[src/rtl/ir_dec_pkg.sv]
package ir_dec_pkg;
    localparam int WIN_W    = 8;
    localparam int WIN_BITS = 4 * WIN_W;
    localparam int DATA_W   = 64;
    localparam int LEN_W    = 7;
    localparam int LEN_CAP  = 48;

    typedef enum logic [2:0] {
        ST_OFF,
        ST_SYNC,
        ST_ARMED,
        ST_LEAD,
        ST_DATA,
        ST_CHECK
    } dec_state_e;

    typedef struct packed {
        logic [WIN_W-1:0] pd_max;
        logic [WIN_W-1:0] pd_min;
        logic [WIN_W-1:0] w_max;
        logic [WIN_W-1:0] w_min;
    } sym_win_t;
endpackage

[src/rtl/ir_edge_meter.sv]
module ir_edge_meter #(
    parameter int CW  = 16,
    parameter int FTW = 8
) (
    input  logic          clk,
    input  logic          rst_n,
    input  logic          line_in,
    input  logic          pol_inv,
    input  logic [FTW-1:0] free_time,
    output logic          pulse_start,
    output logic [CW-1:0] period,
    output logic [CW-1:0] width,
    output logic          idle_long
);
    logic          sync_a, sync_b, prev_act;
    logic          act;
    logic          pulse_end;
    logic [CW-1:0] pd_cnt;
    logic [CW-1:0] idle_cnt;
    logic [CW-1:0] thr;

    assign act         = sync_b ^ pol_inv;
    assign pulse_start = act & ~prev_act;
    assign pulse_end   = ~act & prev_act;
    assign period      = pd_cnt;
    assign thr         = (free_time == '0) ? CW'(8) : CW'({free_time, 3'b000});
    assign idle_long   = ~act & (idle_cnt >= thr);

    always_ff @(posedge clk or negedge rst_n) begin
        if (!rst_n) begin
            sync_a   <= 1'b0;
            sync_b   <= 1'b0;
            prev_act <= 1'b0;
            pd_cnt   <= '0;
            idle_cnt <= '0;
            width    <= '0;
        end else begin
            sync_a   <= line_in;
            sync_b   <= sync_a;
            prev_act <= act;
            if (pulse_start)
                pd_cnt <= CW'(1);
            else if (pd_cnt != '1)
                pd_cnt <= pd_cnt + 1'b1;
            if (pulse_end)
                width <= pd_cnt;
            if (act)
                idle_cnt <= '0;
            else if (idle_cnt != '1)
                idle_cnt <= idle_cnt + 1'b1;
        end
    end
endmodule

[src/rtl/ir_sym_window.sv]
module ir_sym_window
    import ir_dec_pkg::*;
#(
    parameter int CW    = 16,
    parameter int PD_SH = 1,
    parameter int W_SH  = 0
) (
    input  sym_win_t      win,
    input  logic [CW-1:0] period,
    input  logic [CW-1:0] width,
    output logic          hit
);
    logic [CW-1:0] p_lo, p_hi, w_lo, w_hi;

    assign p_lo = CW'(win.pd_min) << PD_SH;
    assign p_hi = CW'(win.pd_max) << PD_SH;
    assign w_lo = CW'(win.w_min)  << W_SH;
    assign w_hi = CW'(win.w_max)  << W_SH;
    assign hit  = (period >= p_lo) && (period <= p_hi) &&
                  (width  >= w_lo) && (width  <= w_hi);
endmodule

[src/rtl/ir_pulse_decoder.sv]
module ir_pulse_decoder
    import ir_dec_pkg::*;
#(
    parameter int CW   = 16,
    parameter int FTW  = 8,
    parameter int NSYM = 4
) (
    input  logic                     clk,
    input  logic                     rst_n,
    input  logic                     ir_in,
    input  logic                     clear_valid,
    input  logic                     ctl_enable,
    input  logic                     ctl_pol_inv,
    input  logic                     ctl_leader_en,
    input  logic                     ctl_lsb_first,
    input  logic                     ctl_bit_inv,
    input  logic [WIN_BITS-1:0]      lead_win,
    input  logic [NSYM*WIN_BITS-1:0] sym_win,
    input  logic [FTW-1:0]           free_time,
    input  logic [4:0]               len_min,
    input  logic [5:0]               len_max,
    output logic                     data_valid,
    output logic [LEN_W-1:0]         data_len,
    output logic [31:0]              data_lo,
    output logic [31:0]              data_hi
);
    localparam logic [LEN_W-1:0] FULL_CNT = LEN_W'(DATA_W);

    dec_state_e        state, nxt;
    logic              rise, idle_long;
    logic [CW-1:0]     period, width;
    logic              lead_hit;
    logic [NSYM-1:0]   win_hit;
    logic              sym_hit, sym_bit;
    logic [DATA_W-1:0] shreg, data_word;
    logic [LEN_W-1:0]  bit_cnt;
    logic [LEN_W-1:0]  lmin, lmax_r, lmax;
    logic              len_ok, take_bit, new_bit;

    ir_edge_meter #(.CW(CW), .FTW(FTW)) u_meter (
        .clk        (clk),
        .rst_n      (rst_n),
        .line_in    (ir_in),
        .pol_inv    (ctl_pol_inv),
        .free_time  (free_time),
        .pulse_start(rise),
        .period     (period),
        .width      (width),
        .idle_long  (idle_long)
    );

    ir_sym_window #(.CW(CW), .PD_SH(4), .W_SH(4)) u_lead (
        .win   (sym_win_t'(lead_win)),
        .period(period),
        .width (width),
        .hit   (lead_hit)
    );

    for (genvar k = 0; k < NSYM; k++) begin : g_sym
        ir_sym_window #(.CW(CW), .PD_SH(1), .W_SH(0)) u_win (
            .win   (sym_win_t'(sym_win[k*WIN_BITS +: WIN_BITS])),
            .period(period),
            .width (width),
            .hit   (win_hit[k])
        );
    end

    // lowest-numbered matching window decides the bit
    always_comb begin
        sym_hit = 1'b0;
        sym_bit = 1'b0;
        for (int k = NSYM - 1; k >= 0; k--) begin
            if (win_hit[k]) begin
                sym_hit = 1'b1;
                sym_bit = ((k % 2) != 0);
            end
        end
    end

    assign lmin   = {2'b00, len_min[4:1], 1'b0};
    assign lmax_r = {1'b0, len_max} + {6'b0, len_max[0]};
    assign lmax   = (lmax_r > LEN_W'(LEN_CAP)) ? LEN_W'(LEN_CAP) : lmax_r;
    assign len_ok = (bit_cnt >= lmin) && (bit_cnt <= lmax);

    assign take_bit = (state == ST_DATA) && rise && sym_hit && (bit_cnt != FULL_CNT);
    assign new_bit  = sym_bit ^ ctl_bit_inv;

    always_comb begin
        nxt = state;
        if (!ctl_enable) begin
            nxt = ST_OFF;
        end else begin
            unique case (state)
                ST_OFF:   nxt = ST_SYNC;
                ST_SYNC:  if (idle_long) nxt = ST_ARMED;
                ST_ARMED: if (rise) nxt = ctl_leader_en ? ST_LEAD : ST_DATA;
                ST_LEAD: begin
                    if (rise)           nxt = lead_hit ? ST_DATA : ST_SYNC;
                    else if (idle_long) nxt = ST_ARMED;
                end
                ST_DATA: begin
                    if (rise) begin
                        if (!sym_hit || bit_cnt == FULL_CNT) nxt = ST_SYNC;
                    end else if (idle_long) begin
                        nxt = ST_CHECK;
                    end
                end
                ST_CHECK: nxt = ST_ARMED;
                default:  nxt = ST_OFF;
            endcase
        end
    end

    always_ff @(posedge clk or negedge rst_n) begin
        if (!rst_n) state <= ST_OFF;
        else        state <= nxt;
    end

    always_ff @(posedge clk or negedge rst_n) begin
        if (!rst_n) begin
            shreg      <= '0;
            bit_cnt    <= '0;
            data_valid <= 1'b0;
            data_len   <= '0;
            data_word  <= '0;
        end else begin
            if (state == ST_ARMED || state == ST_OFF) begin
                shreg   <= '0;
                bit_cnt <= '0;
            end else if (take_bit) begin
                if (ctl_lsb_first)
                    shreg[bit_cnt[5:0]] <= new_bit;
                else
                    shreg <= {shreg[DATA_W-2:0], new_bit};
                bit_cnt <= bit_cnt + 1'b1;
            end
            if (clear_valid)
                data_valid <= 1'b0;
            if (state == ST_CHECK && len_ok && !data_valid) begin
                data_valid <= 1'b1;
                data_len   <= bit_cnt;
                data_word  <= shreg;
            end
        end
    end

    assign data_lo = data_word[31:0];
    assign data_hi = data_word[63:32];

    // a low enable forces the decoder off on the next edge
    a_r11_disable_stops: assert property (@(posedge clk) disable iff (!rst_n)
        !ctl_enable |=> state == ST_OFF);

    // an unmatched data symbol aborts the frame
    a_r4_abort_on_miss: assert property (@(posedge clk) disable iff (!rst_n)
        (state == ST_DATA && rise && !sym_hit) |=> (state == ST_SYNC || state == ST_OFF));

    // a failed leader sends the decoder back to idle hunting
    a_r2_bad_leader: assert property (@(posedge clk) disable iff (!rst_n)
        (state == ST_LEAD && rise && !lead_hit && ctl_enable) |=> state == ST_SYNC);

    // held frame is stable until cleared
    a_r10_hold_frame: assert property (@(posedge clk) disable iff (!rst_n)
        (data_valid && !clear_valid) |=>
            (data_valid && $stable(data_lo) && $stable(data_hi) && $stable(data_len)));

    // no accepted frame exceeds the length cap
    a_r6_len_cap: assert property (@(posedge clk) disable iff (!rst_n)
        data_valid |-> data_len <= LEN_W'(LEN_CAP));

    // length qualification only follows a long idle
    a_r5_check_after_idle: assert property (@(posedge clk) disable iff (!rst_n)
        state == ST_CHECK |-> $past(idle_long));
endmodule

[config.mk]
export PLATFORM = sky130hd
export DESIGN_NAME = ir_pulse_decoder
export DESIGN_NICKNAME = d
export VERILOG_FILES = /design/src/rtl/ir_dec_pkg.sv /design/src/rtl/ir_edge_meter.sv /design/src/rtl/ir_sym_window.sv /design/src/rtl/ir_pulse_decoder.sv
export SDC_FILE = /design/constraint.sdc
export NUM_CORES = 1
export LEC_CHECK = 0
export ABC_CLOCK_PERIOD_IN_PS = 4059
export CORE_ASPECT_RATIO = 0.5
export CORE_MARGIN = 1.5
export CORE_UTILIZATION = 35
export DETAILED_ROUTE_END_ITERATION = 10
export PLACE_DENSITY = 0.56
export SYNTH_ARGS = -nofsm -noshare
export SYNTH_HDL_FRONTEND = slang
export SYNTH_SLANG_ARGS = --single-unit
[constraint.sdc]
create_clock -name clk -period 4.06 [get_ports clk]
set_input_delay 0.609 -clock clk [delete_from_list [all_inputs] [get_ports clk]]
set_output_delay 0.609 -clock clk [all_outputs]
set_load 0.02 [all_outputs]
---- Yosys cells after proc, flatten, opt, wreduce, memory -nomap -nowiden ----
Index checks and enable logic that the tools add are counted.
word-level totals
  input port bits ......................... 188
  word-level logic and storage cells ...... 127
  register bits ........................... 197
  output and inout bits ................... 72
operators by class
  reductions and logical operators ........ 33
  $lt $le $gt $ge ......................... 26
  bitwise gates (word level) .............. 7
  mux-type cells .......................... 33
  equality and inequality tests ........... 12
  $add $sub $neg .......................... 4
operator list
  operator                 count
  $mux W64                 3
  $bwmux W64               1
  $ge A16 B8 Y1            4
  $ge A16 B9 Y1            4
  $le A16 B8 Y1            4
  $le A16 B9 Y1            4
  $mux W16                 4
  $add A16 B1 Y16 const B  2
  $ge A16 B12 Y1           2
  $le A16 B12 Y1           2
  $ne A16 B16 Y1 const B   2
  $mux W3                  9
  $logic_and A1 B1 Y1      22
  $mux W7                  3
  $pmux W3 S6              1
  $ge A16 B16 Y1           1
  $mux W11                 1
  $mux W1                  10
  $logic_not A8 Y1         1
  $reduce_bool A2 Y1       4
  $add A6 B1 Y7            1
  $add A7 B1 Y7 const B    1
  $eq A7 B7 Y1 const B     1
  $ge A7 B5 Y1             1
  19 further kinds         27

---- Logic depth before layout (Yosys ltp) ----
Gate-level depths: netlist of run 1.
  word-level depth ........................ 14
  mapped depth ............................ 19
  depth with buffers taken out ............ 18

---- Cells and area by module ----
Synthesis of run 1 repeated with hierarchy kept, for this count alone.
unflattened totals
  cell total of the unflattened synthesis .. 1554
  area, all modules ....................... 14794.2 µm²
modules (own cells, without submodules)
  module                               cells each  sequential area each (µm²)  instances  area an instance (µm²)
  ir_pulse_decoder                     737         3653.5                      1          8031.5
  ir_sym_window at g_sym[0].u_win ...  111         0.0                         4          838.3
  ir_edge_meter                        257         1276.2                      1          2585.0
  ir_sym_window at u_lead              116         0.0                         1          824.5

---- Worst setup path after synthesis of run 1 ----
Ideal clock, no wire load.
  path kind ............................... input -> register
  start ................................... input port len_max[0]
  end ..................................... register data_len[6]
  path slack .............................. -270 ps
  path buffers ............................ 1
  data required time ...................... 3935 ps
  stages on the path ...................... 18
  setup time .............................. 125 ps
  arrival time ............................ 4205 ps
  path through ............................ ha_1 > or3_1 > a21oi_1 > or4_1 > o21ai_0 > a31oi_1 > nand2_1 > ha_1 > o21a_1 > o21a_1 > o21a_1 > o21ai_0 > nand2b_1 > a21oi_1 > a41oi_1 > a211oi_1 > buf_2 > mux2_2
between the ends
  word-level cells in the longest chain between the ends .. 7
ends and longest elaborated chain
  element                              RTL line                 source
  start, declared                      ir_pulse_decoder.sv:21   input logic [5:0] len_max,
  $add A6 B1 Y7 *                      ir_pulse_decoder.sv:81   assign lmax_r = {1'b0, len_max} + {6'b0, len_max[0]};
  $gt A7 B6 Y1                         ir_pulse_decoder.sv:82   assign lmax = (lmax_r > LEN_W'(LEN_CAP)) ? LEN_W'(LEN_CAP) : lmax_r;
  $mux W7 *                            ir_pulse_decoder.sv:82
  $le A7 B7 Y1 *                       ir_pulse_decoder.sv:83   assign len_ok = (bit_cnt >= lmin) && (bit_cnt <= lmax);
  $logic_and A1 B1 Y1 *                ir_pulse_decoder.sv:83
  $logic_and A1 B1 Y1 * (2 in series)  ir_pulse_decoder.sv:139  if (state == ST_CHECK && len_ok && !data_valid) begin
  end signal, assigned                 ir_pulse_decoder.sv:141  data_len <= bit_cnt;
  end, declared                        ir_pulse_decoder.sv:23   output logic [LEN_W-1:0] data_len,
Mark *: on every way between the ends. The rest lies on a longest branch, timed or not.
A chain may end at the register's enable or synchronous reset.

---- Worst setup path after layout of run 1 ----
  start ................................... input port len_max[1]
  end ..................................... register data_word[56]
between the ends
  word-level cells in the longest chain between the ends .. 7
ends and longest elaborated chain
  element                              RTL line                 source
  $add A6 B1 Y7 *                      ir_pulse_decoder.sv:81
  $gt A7 B6 Y1                         ir_pulse_decoder.sv:82
  $mux W7 *                            ir_pulse_decoder.sv:82
  $le A7 B7 Y1 *                       ir_pulse_decoder.sv:83
  $logic_and A1 B1 Y1 *                ir_pulse_decoder.sv:83
  $logic_and A1 B1 Y1 * (2 in series)  ir_pulse_decoder.sv:139
  end signal, assigned                 ir_pulse_decoder.sv:142  data_word <= shreg;
  end, declared                        ir_pulse_decoder.sv:35   logic [DATA_W-1:0] shreg, data_word;
Marks and branches as above.

==> results.sh, run 1 <==
export IMPL_fin_nets=2159
export IMPL_hold_buffers=0
export IMPL_ant_nets=0
export IMPL_synth_compound_area_share_pct=19.39
export IMPL_yosysWarnings=0
export IMPL_grt_usage_pct=20.63
export IMPL_port_buffer_count=258
export IMPL_routed_via_density=5.363
export IMPL_rrSetupSlack_ns=0.54
export IMPL_synth_xor_area_share_pct=1.829
export IMPL_clock_skew_final_ns=0.01558
export IMPL_cts_root_buf="clkbuf_16"
export IMPL_placementRows=52
export IMPL_clk_path_buf_depth=2
export IMPL_syn_to_final_growth_pct=31.41
export IMPL_wire_per_inst_um=19.03
export IMPL_core_area_um2=40470
export IMPL_ys_top_cells_by_area="dfrtp_1 (34%), ha_1 (16%), mux2_2 (6.5%)"
export IMPL_synth_seq_area_share_pct=34.31
export IMPL_htree_levels=4
export IMPL_dieArea_um2=42350
export IMPL_met3_usage_pct=3.266
export IMPL_ys_ff_latch=197
export IMPL_grt_pass1_wl_um=68640
export IMPL_r2r_end="shreg[55]"
export IMPL_startpoint_type="input port"
export IMPL_netlist_instances=1527
export IMPL_drv_slew=0
export IMPL_clock_fmax_mhz=252.0
export IMPL_layout_min_cycle_time_ns=3.969
export IMPL_reg2reg_depth=11
export IMPL_die_h_um=146.3
export IMPL_synthSimpleGateAreaFrac_pct=14.47
export IMPL_diodes=0
export IMPL_drtPass1Iterations=6
export IMPL_tightest_slew_ns=1.024
export IMPL_final_hold_violation_count=0
export IMPL_synth_edf_count=0
export IMPL_post_place_ws_ns=-0.7055
export IMPL_timing_rr_start="u_meter.period[7]"
export IMPL_crit_arrival_ns=4.32
export IMPL_insertion_delay_ns=0.47
export IMPL_syn_area_um2=14370
export IMPL_grtUsageMet1_pct=27.90
export IMPL_slew_headroom_pct=31.61
export IMPL_drt_iter0_markers=878
export IMPL_synth_fp_nets=1899
export IMPL_synth_main_ff_cell="dfrtp_1"
export IMPL_numCtsBuffers=17
export IMPL_busiest_layer="met2"
export IMPL_status="finished, final reports clean"
export IMPL_muxShareOfSynthArea_pct=6.785
export IMPL_yosysUniqueCellTypes=77
export IMPL_hold_path_class="in2async"
export IMPL_finalWeightedCongestion=0.8004
export IMPL_cts_reportedPaths_clkPinSlew_ns=0.08
export IMPL_drive_gt1_share_pct=14.51
export IMPL_wl_um=44500
export IMPL_grt_pass1_vias=12280
export IMPL_drc=0
export IMPL_vias=12540
export IMPL_clock_sinks=197
export IMPL_critical_path_class="in2reg"
export IMPL_power_leakage_uw=0.008923
export IMPL_yosys_area_share_adder_pct=16.03
export IMPL_antenna_found_initial=0
export IMPL_finalSetupViolations=0
export IMPL_grtUsageMet2_pct=34.56
export IMPL_chipWidth_um=289.5
export IMPL_grt_ovfl_total=0
export IMPL_finalWorstSetupSlack_ns=0.09138
export IMPL_synth_top_area_cell="dfrtp_1"
export IMPL_avgSynthCellArea_um2=9.408
export IMPL_setup_tns_ns=0
export IMPL_required_ns=4.41
export IMPL_initial_core_util_pct=35.50
export IMPL_async_flop_share_pct=100.0
export IMPL_p_per_area_nw_per_um2=271.7
export IMPL_synth_top_family_by_area="compound AO/OA/AOI/OAI gates"
export IMPL_cp_max_fo=8
export IMPL_maxCapViolCount=0
export IMPL_peakVddDrop_mv=0.2961
export IMPL_critPathCaptureType="register"
export IMPL_netlist_area_leader_share_pct=34.31
export IMPL_tritoncts="built"
export IMPL_period_share_pct=97.75
export IMPL_grt_max_degree=109
export IMPL_rsz0062_at_grt="yes"
export IMPL_io_pins=260
export IMPL_dp_final_hpwl_um=30660
==> synthesized netlist by cell type, types with 15 or more instances <==
master    instances
a21oi_1          54
a31o_2           39
a32o_1           48
a32oi_1          16
and3_1           17
clkbuf_1         54
dfrtp_1         197
ha_1            184
inv_1           171
mux2_2           83
nand2_1          57
nand3_1          94
nand4_1          37
nor2_1           73
o21a_1           15
o21ai_0         116
xor2_1           20
==> cell usage in the layout (no fill, tap or decap), types with 12 or more instances in the layout <==
cell / Yosys / routed
mux2_2: 83 / 54
nand3_1: 94 / 93
a21oi_1: 54 / 51
buf_4: 11 / 47
clkbuf_16: 0 / 21
mux2_4: 0 / 29
nand2_1: 57 / 56
o21ai_0: 116 / 114
clkdlybuf4s50_1: 0 / 252
nand2b_1: 13 / 13
dfrtp_1: 197 / 197
xor2_1: 20 / 20
nand4_1: 37 / 37
nor4_1: 12 / 12
a32o_1: 48 / 48
nor2b_1: 13 / 13
ha_1: 184 / 182
and3_1: 17 / 16
inv_1: 171 / 170
a32oi_1: 16 / 16
o21a_1: 15 / 15
a31o_2: 39 / 39
nor2_1: 73 / 73
==> worst max-delay path: stages <==
cell and delay, ns:
buf_8 0.10, ha_4 0.27, inv_2 0.04, a21oi_2 0.13, nor3b_2 0.07, or4_4 0.55, o21ai_4 0.18, a31oi_4 0.12
nand2_2 0.10, ha_4 0.19, o21a_1 0.16, o21a_1 0.18, o21a_1 0.17, o21ai_1 0.12, nand2b_1 0.08, a21oi_2 0.14
a41oi_2 0.06, a211oi_4 0.26, buf_6 0.16, buf_12 0.14, clkbuf_16 0.17, mux2_4 0.30
==> metal layers <==
metal	routed length (µm)	part of all wire [%]
met3	1905	4.3
met5	0	0
met4	624	1.4
met2	21360	48
met1	20620	46
==> per-stage QoR <==
step	instance area [µm²]	utilization, %	cells	hold slack (ns)	power [µW]
floorplan	14480	-	1527	0.3134	2858
global placement	17830	44.05	2292	0.3346	3370
detailed placement	17830	44.05	2292	0.3388	3396
CTS	18700	46.22	2334	0.2976	5185
global route	18880	46.65	2339	0.3252	5464
finish	18880	46.65	2339	0.2706	5130
==> worst max-delay path by stage <==
stage,startpoint,end,slack (ns),depth (start not counted)
floorplan,len_max[0],data_word[22],-0.02,19
global placement,len_max[0],data_word[41],-0.68,19
detailed placement,len_max[0],data_word[39],-0.71,19
CTS,len_max[1],data_word[47],0.02,22
global route,len_max[1],data_word[6],-0.05,22
finish,len_max[1],data_word[56],0.09,22
==> repair_timing <==
item,4_1_cts,5_1_grt
pin swaps,8,15
cloned,5,4
gates resized for setup,19,30
setup buffers,6,3
setup endpoints to repair,71,71
==> state kept, by name, indices dropped and copies added, names as in the netlist <==
signal and count:
state 3, data_len 7, u_meter.prev_act 1, u_meter.sync_a 1, u_meter.width 16, u_meter.period 16
data_valid 1, u_meter.sync_b 1, shreg 64, u_meter.idle_cnt 16, data_word 64, bit_cnt 7
==> area by class of cell <==
cell class / instances / area (µm²)
Clock inverter: 13 / 162.7
Tap cell: 540 / 675.6
Sequential cell: 197 / 4930
Timing Repair Buffer: 325 / 3392
Multi-Input combinational cell: 1074 / 8635
Inverter: 172 / 645.6
Fill cell: 3919 / 21590
Clock buffer: 18 / 439.2
==> cell families (layout without fill, tap and decap cells) <==
group	after synthesis	count (layout)
xor gates and xnor gates	30	30
buffers and inverters	256	528
muxes	87	87
DFF	197	197
adders and majority gates	184	184
other	1	1
and+or+nand+nor	385	385
AOI/OAI and AO/OA	387	387
==> where the power goes <==
group          leakage (µW)  total, µW  internal [µW]  switching (µW)
clock network      0.000289       1770            896             875
registers           0.00273       2130           2010             129
logic               0.00591       1220            599             626
(Power assumes the default switching activity.)
==> run 2, diff against run 1 <==
--- a/config.mk
+++ b/config.mk
@@ -5,7 +5,7 @@
 export SDC_FILE = /design/constraint.sdc
 export NUM_CORES = 1
 export LEC_CHECK = 0
-export ABC_CLOCK_PERIOD_IN_PS = 4059
+export ABC_CLOCK_PERIOD_IN_PS = 4400
 export CORE_ASPECT_RATIO = 0.5
 export CORE_MARGIN = 1.5
 export CORE_UTILIZATION = 35
==> constraint.sdc (replaced) <==
create_clock -name clk -period 4.4 [get_ports clk]
set_input_delay 0.66 -clock clk [delete_from_list [all_inputs] [get_ports clk]]
set_output_delay 0.66 -clock clk [all_outputs]
set_load 0.02 [all_outputs]
==> results.sh, run 2 (same netlist as run 1, synthesis figures left out) <==
export IMPL_wl_um=43390
export IMPL_status="finished, final reports clean"
export IMPL_finalWeightedCongestion=0.8232
export IMPL_tritoncts="built"
export IMPL_finish_utilization_pct=45.69
export IMPL_ant_nets=0
export IMPL_finalSetupViolations=0
export IMPL_drive_gt1_share_pct=13.34
export IMPL_reg2reg_depth=11
export IMPL_peakVddDrop_mv=0.2812
export IMPL_wire_per_inst_um=18.61
export IMPL_syn_to_final_growth_pct=28.71
export IMPL_hold_path_class="in2async"
export IMPL_final_hold_violation_count=0
export IMPL_slew_headroom_pct=36.77
export IMPL_maxCapViolCount=0
export IMPL_r2r_end="shreg[55]"
export IMPL_nFillCells=3960
export IMPL_p_per_area_nw_per_um2=251.8
export IMPL_dp_final_hpwl_um=30470
export IMPL_clock_sinks=197
export IMPL_period_share_pct=94.84
export IMPL_required_ns=4.75
export IMPL_layout_common_cells="clkdlybuf4s50_1 (255), dfrtp_1 (197), ha_1 (183)"
export IMPL_fin_nets=2150
export IMPL_insertion_delay_ns=0.47
export IMPL_clock_fmax_mhz=239.6
export IMPL_port_buffer_count=258
export IMPL_crit_arrival_ns=4.52
export IMPL_clock_skew_final_ns=0.01463
export IMPL_vias=12540
export IMPL_io_pins=260
export IMPL_drt_iter0_markers=774
export IMPL_grt_ovfl_total=0
export IMPL_grt_pass1_vias=11980
export IMPL_grt_usage_pct=19.94
export IMPL_power_leakage_uw=0.008794
export IMPL_final_common_cell="clkdlybuf4s50_1"
export IMPL_cts_reportedPaths_clkPinSlew_ns=0.09
export IMPL_critPathCaptureType="register"
export IMPL_timing_rr_start="u_meter.period[3]"
export IMPL_grt_max_degree=88
export IMPL_layout_min_cycle_time_ns=4.173
export IMPL_critical_path_class="in2reg"
export IMPL_htree_levels=4
export IMPL_tightest_slew_ns=0.9464
export IMPL_drc=0
export IMPL_chipWidth_um=289.5
export IMPL_numCtsBuffers=17
export IMPL_cts_root_buf="clkbuf_16"
export IMPL_reg_top3="data_word: 64 flops, shreg: 64 flops"
export IMPL_cp_max_fo=10
export IMPL_placementRows=52
export IMPL_drv_slew=0
export IMPL_core_area_um2=40470
export IMPL_die_h_um=146.3
export IMPL_antenna_found_initial=1
export IMPL_startpoint_type="input port"
export IMPL_rrSetupSlack_ns=0.82
export IMPL_routed_via_density=5.376
export IMPL_dieArea_um2=42350
export IMPL_initial_core_util_pct=35.50
export IMPL_clk_path_buf_depth=2
export IMPL_hold_buffers=0
export IMPL_grt_pass1_wl_um=66610
export IMPL_setup_tns_ns=0
export IMPL_rsz0062_at_grt="no"
export IMPL_drtPass1Iterations=7
[run 2: changes by cell type in the layout (fill, tap and decap cells not counted), moves of 4 or more]
cell and change:
buf_16 -4, buf_12 -6, mux2_2 +29, mux2_4 -29
[run 2: per-stage QoR]
| stage | power, µW | instances | hold slack (ns) | setup slack, ns | area, µm² |
|---|---|---|---|---|---|
| final | 4656 | 2332 | 0.2152 | 0.2271 | 18490 |
| after global routing | 4956 | 2331 | 0.2838 | 0.07644 | 18490 |
| after CTS | 4715 | 2321 | 0.2655 | 0.005144 | 18280 |
| after global placement | 3096 | 2289 | 0.3483 | -0.4131 | 17690 |
| after detailed placement | 3118 | 2289 | 0.3386 | -0.4781 | 17690 |
| after floorplan | 2636 | 1527 | 0.3312 | 0.01899 | 14370 |
[run 2: worst max-delay path: stages]
cell,delay [ns]
clkdlybuf4s50_1,0.49
nand3_1,0.11
a21oi_1,0.16
nor3b_1,0.07
or4_1,0.46
o21ai_1,0.16
a31oi_2,0.13
nand2_1,0.09
ha_1,0.23
o21a_1,0.18
o21a_1,0.16
o21a_1,0.15
o21ai_0,0.13
nand2b_1,0.07
a21oi_1,0.14
a41oi_1,0.08
a211oi_4,0.32
buf_12,0.21
clkbuf_16,0.18
mux2_2,0.32
[run 2: power breakdown]
part | leakage (µW) | switching, µW | internal, µW
combinational | 0.00578 | 550 | 535
clock | 0.000284 | 821 | 764
sequential | 0.00273 | 136 | 1850
[run 2: cell type report]
| type | instances | area (µm²) | share of cell area (%) |
|---|---|---|---|
| tap | 540 | 675.6 | 3.654 |
| clock inverter | 14 | 161.4 | 0.8729 |
| antenna | 1 | 2.502 | 0.01353 |
| clock buffer | 18 | 429.2 | 2.321 |
| inverter | 172 | 645.6 | 3.492 |
| multi-input combinational | 1074 | 8458 | 45.74 |
| timing repair buffer | 316 | 3188 | 17.24 |
| sequential | 197 | 4930 | 26.66 |
[run 2: worst max path at each step]
stage,endpoint,cells past startpoint,start
global route,data_word[17],20,len_max[2]
finish,data_word[17],20,len_max[2]
global placement,data_word[40],19,len_max[0]
floorplan,data_len[6],18,len_max[0]
detailed placement,data_word[26],19,len_max[0]
CTS,data_word[26],19,len_max[0]
[run 2: repair_timing]
action / CTS / global route
hold endpoints to repair: 0 / 0
gates resized for setup: 0 / 9
buffers inserted: 0 / 3
endpoints found under the setup margin: 0 / 71
[run 2: routing by layer]
layer / wire (µm) / up-vias / global-route usage, %
li1: - / 6153 / -
met1: 20030 / 6015 / 26.94
met2: 20660 / 329 / 33.42
met3: 2163 / 39 / 3.250
met4: 537 / 0 / 4.456
met5: 0 / - / 0
